File: src/rtl/cfgLoaderPkg.sv
package cfgLoaderPkg;
  typedef struct packed {
    logic shiftEn;  // shift one bit into the shift register
    logic latchEn;  // holding register follows the shift register
  } ctrlStrobes_t;
endpackage

File: src/rtl/cfgDatapath.sv
module cfgDatapath
  import cfgLoaderPkg::*;
#(
  parameter int CFG_W = 160
) (
  input  logic             clk,
  input  logic             rstN,
  input  ctrlStrobes_t     ctl,
  input  logic             serData,
  output logic [CFG_W-1:0] holdReg
);
  logic [CFG_W-1:0] shiftReg;

  always_ff @(posedge clk or negedge rstN) begin
    if (!rstN) begin
      shiftReg <= '0;
    end else if (ctl.shiftEn) begin
      shiftReg <= {shiftReg[CFG_W-2:0], serData};
    end
  end

  always_ff @(posedge clk or negedge rstN) begin
    if (!rstN) begin
      holdReg <= '0;
    end else if (ctl.latchEn) begin
      holdReg <= shiftReg;
    end
  end

  // new bit enters at bit 0
  assert_shift_in_R1: assert property (@(posedge clk) disable iff (!rstN)
    ctl.shiftEn |=> shiftReg == {$past(shiftReg[CFG_W-2:0]), $past(serData)});

  // latch holds while strobe low
  assert_hold_stable_R3: assert property (@(posedge clk) disable iff (!rstN)
    !ctl.latchEn |=> $stable(holdReg));

  // transparent while strobe high
  assert_follow_R4: assert property (@(posedge clk) disable iff (!rstN)
    ctl.latchEn |=> holdReg == $past(shiftReg));
endmodule

File: src/rtl/cfgCtrl.sv
module cfgCtrl
  import cfgLoaderPkg::*;
#(
  parameter int NUM_OUT     = 9,
  parameter int LOCK_CYCLES = 1000000
) (
  input  logic               clk,
  input  logic               rstN,
  input  logic               shiftClk,
  input  logic               strobe,
  input  logic               pwrDownN,
  output ctrlStrobes_t       ctl,
  output logic               programmed,
  output logic [NUM_OUT-1:0] outSrcSynth,
  output logic [NUM_OUT-1:0] outEnable,
  output logic               locked
);
  localparam int CNT_W = $clog2(LOCK_CYCLES + 1);
  localparam logic [CNT_W-1:0] CNT_LOAD = CNT_W'(LOCK_CYCLES);

  logic             shClkQ;
  logic [CNT_W-1:0] settleCnt;

  always_ff @(posedge clk or negedge rstN) begin
    if (!rstN) shClkQ <= 1'b0;
    else       shClkQ <= shiftClk;
  end

  always_comb begin
    ctl.shiftEn = shiftClk & ~shClkQ;
    ctl.latchEn = strobe;
  end

  always_ff @(posedge clk or negedge rstN) begin
    if (!rstN)       programmed <= 1'b0;
    else if (strobe) programmed <= 1'b1;
  end

  always_ff @(posedge clk or negedge rstN) begin
    if (!rstN) begin
      settleCnt <= '0;
    end else if (strobe || !pwrDownN) begin
      settleCnt <= CNT_LOAD;
    end else if (settleCnt != '0) begin
      settleCnt <= settleCnt - 1'b1;
    end
  end

  assign locked      = (settleCnt == '0) && pwrDownN;
  assign outSrcSynth = {NUM_OUT{programmed}};
  assign outEnable   = {NUM_OUT{pwrDownN}};

  // programmed is sticky
  assert_prog_sticky_R5: assert property (@(posedge clk) disable iff (!rstN)
    programmed |=> programmed);

  // first strobe sets the flag
  assert_prog_set_R5: assert property (@(posedge clk) disable iff (!rstN)
    strobe |=> programmed);

  // latch update drops lock
  assert_unlock_R7: assert property (@(posedge clk) disable iff (!rstN)
    strobe |=> !locked);

  // power-down keeps lock low
  assert_pd_unlock_R8: assert property (@(posedge clk) disable iff (!rstN)
    !pwrDownN |=> !locked);
endmodule

File: src/rtl/cfgLoader.sv
module cfgLoader
  import cfgLoaderPkg::*;
#(
  parameter int CFG_W       = 160,
  parameter int NUM_OUT     = 9,
  parameter int LOCK_CYCLES = 1000000
) (
  input  logic               clk,
  input  logic               rstN,
  input  logic               shiftClk,
  input  logic               serData,
  input  logic               strobe,
  input  logic               pwrDownN,
  output logic [CFG_W-1:0]   activeCfg,
  output logic               programmed,
  output logic [NUM_OUT-1:0] outSrcSynth,
  output logic [NUM_OUT-1:0] outEnable,
  output logic               locked
);
  ctrlStrobes_t ctl;

  cfgCtrl #(
    .NUM_OUT     (NUM_OUT),
    .LOCK_CYCLES (LOCK_CYCLES)
  ) uCtrl (
    .clk         (clk),
    .rstN        (rstN),
    .shiftClk    (shiftClk),
    .strobe      (strobe),
    .pwrDownN    (pwrDownN),
    .ctl         (ctl),
    .programmed  (programmed),
    .outSrcSynth (outSrcSynth),
    .outEnable   (outEnable),
    .locked      (locked)
  );

  cfgDatapath #(
    .CFG_W (CFG_W)
  ) uData (
    .clk     (clk),
    .rstN    (rstN),
    .ctl     (ctl),
    .serData (serData),
    .holdReg (activeCfg)
  );

  // power-down switches all drivers off and locked low together
  assert_pd_off_R6: assert property (@(posedge clk) disable iff (!rstN)
    !pwrDownN |-> (outEnable == '0) && !locked);
endmodule

File: config.mk
export PLATFORM = sky130hd
export DESIGN_NAME = cfgLoader
export DESIGN_NICKNAME = d
export VERILOG_FILES = /design/src/rtl/cfgLoaderPkg.sv /design/src/rtl/cfgDatapath.sv /design/src/rtl/cfgCtrl.sv /design/src/rtl/cfgLoader.sv
export SDC_FILE = /design/constraint.sdc
export NUM_CORES = 1
export LEC_CHECK = 0
export BUFFER_PORTS_ARGS = -buffer_cell sky130_fd_sc_hd__buf_2
export CELL_PAD_IN_SITES_DETAIL_PLACEMENT = 1
export CELL_PAD_IN_SITES_GLOBAL_PLACEMENT = 2
export CORE_MARGIN = 2
export CORE_UTILIZATION = 46
export CTS_BUF_LIST = sky130_fd_sc_hd__clkbuf_2
export CTS_CLUSTER_DIAMETER = 80
export CTS_CLUSTER_SIZE = 12
export DETAILED_ROUTE_END_ITERATION = 8
export GPL_ROUTABILITY_DRIVEN = 0
export PLACE_DENSITY_LB_ADDON = 0.1
export SYNTH_ARGS = -nofsm -noshare
export SYNTH_HDL_FRONTEND = slang
export SYNTH_SLANG_ARGS = --single-unit
File: constraint.sdc
create_clock -name clk -period 4.4 [get_ports clk]
set_clock_uncertainty 0.05 [all_clocks]
set_input_delay 0.22 -clock clk [delete_from_list [all_inputs] [get_ports clk]]
set_output_delay 0.22 -clock clk [all_outputs]
set_load 0.03 [all_outputs]
Word-level counts from Yosys, hierarchy flattened
Index checks and enable logic that the tools add are counted.
- input bits: 6
- bits in registers: 342
- output and inout port bits: 180
- muxes and demuxes: 2
- bitwise operators: 2
- reductions and logical operators: 6
- $add $sub $neg: 1
- operators with widths (operator ; count):
    20-bit 2-to-1 mux ; 2
    20-bit zero test ; 1
    20-bit nonzero test ; 1
    20-bit by 1-bit subtractor with 20-bit output (second input constant) ; 1
    2-bit nonzero test ; 1
    1-bit AND ; 1
    1-bit logical AND ; 1
    1-bit zero test ; 1
    1-bit logical OR ; 1
    1-bit inverter ; 1

Longest topological paths before layout
- depth after elaboration: 3
- mapped depth: 7
- depth with buffers taken out: 6

Cells and area by module
From an unflattened synthesis, not the netlist that was laid out.
- cells, all modules: 833
- area total of the unflattened synthesis: 14114.8 µm²
- modules (own cells, without submodules) (module ; cells an instance ; sequential area each (µm²) ; area an instance (µm²) ; instances):
    cfgDatapath ; 676 ; 8007.7 ; 12692.2 ; 1
    cfgCtrl ; 157 ; 550.5 ; 1422.6 ; 1

Least setup slack after synthesis
OpenSTA, ideal clock, no wires.
- kind: register -> output
- start: register uCtrl.settleCnt[0]
- end: output locked
- path slack: 2.532 ns
- path buffers: 0
- arrival time: 1.598 ns
- cell stages (with the launch flop): 7
- cells stage by stage: dfrtp_1 inv_1 ha_1 nor4b_2 nand4_2 nor2_1 and2_1
- word-level cells in the longest chain between the ends: 2
- RTL lines (what ; line ; text):
    from (decl) ; cfgCtrl.sv:22 ; logic [CNT_W-1:0] settleCnt;
    from (signal assigned) ; cfgCtrl.sv:45 ; settleCnt <= settleCnt - 1'b1;
    20-bit zero test ; cfgCtrl.sv:49 ; assign locked = (settleCnt == '0) && pwrDownN;
    1-bit logical AND ; cfgCtrl.sv:49 ;
    to (decl) ; cfgLoader.sv:18 ; output logic locked
Every way passes these cells.

Final worst setup path
Same ends and word-level chain as after synthesis.

==> results.yml <==
drt:
  vias: 7256
  drt-initial-drc-count: 239
  wl_per_cell_um: 18.0
  drc_errors: 0
  wirelength_um: 25000
  viasPerCell: 5.21
  firstDrtPassIters: 4
  ant_nets: 0
cts:
  root_buffer: "clkbuf_2"
  h-tree-depth: 2
  clk_latency_ps: 760
  cts.sinks: 342
  cts_buffers: 34
  cts_resized: 0
  cts_buffer_depth: 3
  postCtsSetupBuffers: 0
  clkTransAtPathRegs_ps: 230
  hold_buffers: 8
  cts_tree: "done"
sta:
  slew_headroom_pct: 29.8
  fin_setup_tns_ps: 0
  fmax_mhz: 314
  hold-worst-slack_ps: 177
  post-route-min-period_ps: 3180
  worst_pin_slew_ps: 1050
  slew_viol_final: 0
  setup_viol: 0
  hold_viol: 0
  rsz0062_at_grt: "false"
  finalWorstSetupSlack_ps: 1220
  timing.final.crit_share_pct: 72.4
synth:
  yosysSeqAreaShare_pct: 64.8
  syn-num-nets: 837
  synth-compound-area-share_pct: 1.73
  syn_inst: 829
  yosys.cell_types.count: 44
  synthXorXnorAreaFrac_pct: 0
  syn_area_um2: 13200
  synth_warnings: 0
  synth_top_family_by_area: "multiplexers"
  syn_area_per_cell_um2: 15.9
  synth-seq-cells: 342
  synthSimpleGateAreaFrac_pct: 3.33
  synth_adder_area_share_pct: 0.190
  synth.mux.area_fraction_pct: 27.4
power_and_ir_drop:
  power_switching_w: 0.00141
  leakagePower_nw: 7.82
  pwr-share-clk_pct: 22.4
  max-vdd-ir-drop_mv: 0.229
  p_int_w: 0.00372
  p_seq_share_pct: 65.8
  p_sw_share_pct: 27.4
  p_comb_share_pct: 11.7
  powerDensity_nw_per_um2: 349
worst_setup_path:
  critPathLaunchType: "flip-flop"
  crit_fanout: 17
  worstPathRequired_ps: 4130
  critical_path.endpoint_type: "output port"
  crit_type: "reg2out"
  arrival_ps: 2910
floorplan:
  core_um2: 28500
  row_count: 62
  die_height_um: 173
  dieArea_um2: 30100
  io_pins: 186
  die_x_um: 173
  start_util_pct: 46.4
flow_run:
  cap_viol_max_count: 0
global_routing:
  grt_max_degree: 111
  grt_pass1_vias: 7796
  grt-ovfl-total: 0
  grt_antenna_before_repair: 1
  grt_pass1_wl_um: 42000
  grtUsageTotal_pct: 17.1
placement:
  dp_slack_ps: 2020
  numPortBuffers: 185
  dp_hpwl_um: 15800
layout:
  most-common-layout-cells: "dfrtp_1 (342), mux2_2 (321), buf_2 (183)"
  area.growth.synth_to_final_pct: 11.4
  layout_commonest_cell: "dfrtp_1"
  final_nets: 1016
  drive_gt1_share_pct: 55.9
min_path:
  min_path_type: "in2reg"
run_status:
  outcome: "finished, final reports clean"
==> path summary, 6_finish.rpt <==
path                                                  from                              end  slack, ps  depth (start not counted)
setup reg to reg            uCtrl.settleCnt[0]$_DFFE_PN0P_   uCtrl.settleCnt[1]$_DFFE_PN0P_       2110                          6
max in group asynchronous                             rstN  uData.shiftReg[143]$_DFFE_PN0P_       2860                          4
setup / recovery            uCtrl.settleCnt[0]$_DFFE_PN0P_                           locked       1220                          7
min in group asynchronous                             rstN    uData.holdReg[57]$_DFFE_PN0P_        470                          3
hold reg to reg            uData.shiftReg[159]$_DFFE_PN0P_   uData.holdReg[159]$_DFFE_PN0P_        460                          1
hold / removal                                     serData    uData.shiftReg[0]$_DFFE_PN0P_        180                          3
==> cells in the mapped netlist, drive strengths merged <==
| cell type | count | area [um2] |
|---|---|---|
| dfrtp | 342 | 8560 |
| mux2 | 321 | 3610 |
| buf | 44 | 265 |
| clkbuf | 14 | 52.6 |
| nor2 | 13 | 63.8 |
| o21ai | 9 | 45.0 |
| a21oi | 7 | 35.0 |
| nand2 | 7 | 26.3 |
| nor3 | 7 | 35.0 |
| nand3 | 5 | 25.0 |
| nor4 | 5 | 50.1 |
| o31ai | 5 | 37.5 |
| or3 | 5 | 31.3 |
| inv | 4 | 15.0 |
| or4 | 4 | 33.8 |
| a31oi | 3 | 18.8 |
| and4 | 3 | 26.3 |
| nand3b | 3 | 22.5 |
| nand4 | 3 | 25.0 |
| a41o | 2 | 20.0 |
| and2 | 2 | 12.5 |
| ha | 2 | 25.0 |
| nor2b | 2 | 12.5 |
| or2 | 2 | 12.5 |
| a21o | 1 | 7.51 |
| a32o | 1 | 10.0 |
| a41oi | 1 | 8.76 |
| and3 | 1 | 6.26 |
| nand2b | 1 | 6.26 |
| nand4b | 1 | 8.76 |
| nor3b | 1 | 7.51 |
| nor4b | 1 | 15.0 |
| o2111ai | 1 | 8.76 |
| o211ai | 1 | 12.5 |
| o21bai | 1 | 7.51 |
| o311ai | 1 | 8.76 |
| o31a | 1 | 8.76 |
| or3b | 1 | 8.76 |
| or4b | 1 | 10.0 |
==> worst max-delay path, cell delays in order, from the launching register on <==
cell and delay [ps]:
dfrtp_1 460, inv_1 130, ha_1 160, nor4b_2 250, nand4_2 420, nor2_1 370, and2_1 160, buf_2 190
==> state kept, by name, indices dropped and copies added, names as in the netlist <==
register          count
uData.holdReg       160
uCtrl.programmed      1
uData.shiftReg      160
uCtrl.shClkQ          1
uCtrl.settleCnt      20
==> kinds of logic after synthesis <==
logic type,after synthesis
buf+inv,62
flops,342
mux,321
simple gates,68
fa+ha+maj,2
compound gates,34
==> power groups by stage <==
stage	registers, W	logic (W)	clock network, W
floorplan	0.00355	0.000265	0
global placement	0.00343	0.000600	0
detailed placement	0.00344	0.000610	0
CTS	0.00338	0.000621	0.00126
global route	0.00340	0.000647	0.00137
finish	0.00338	0.000603	0.00115
==> final cells by class <==
| type | instances | area, um2 |
|---|---|---|
| Antenna cell | 1 | 2.50 |
| Clock inverter | 2 | 12.5 |
| Sequential cell | 342 | 8560 |
| Inverter | 4 | 15.0 |
| Clock buffer | 35 | 175 |
| Tap cell | 384 | 480 |
| Multi-Input combinational cell | 425 | 4320 |
| Timing Repair Buffer | 201 | 1150 |
| Fill cell | 2855 | 13800 |
==> through the flow <==
stage / power, W / cell area [um2] / instances / util, %
2_1_floorplan: 0.00381 / 13200 / 829 / -
3_3_place_gp: 0.00403 / 14400 / 1348 / 50.7
3_5_place_dp: 0.00405 / 14400 / 1348 / 50.7
4_1_cts: 0.00526 / 14700 / 1393 / 51.7
5_1_grt: 0.00542 / 14700 / 1394 / 51.7
6_report: 0.00513 / 14700 / 1394 / 51.7
==> per-layer routing <==
metal  share of wire, %  GRT usage (%)  vias to the layer above
met5                  0              0                        -
met4                1.6           4.03                        0
met3                5.6           4.41                       37
met2                 47           27.1                      145
met1                 46           23.9                     3799
li1                   -              -                     3275
Note: power is estimated with default switching activity, not from simulation.
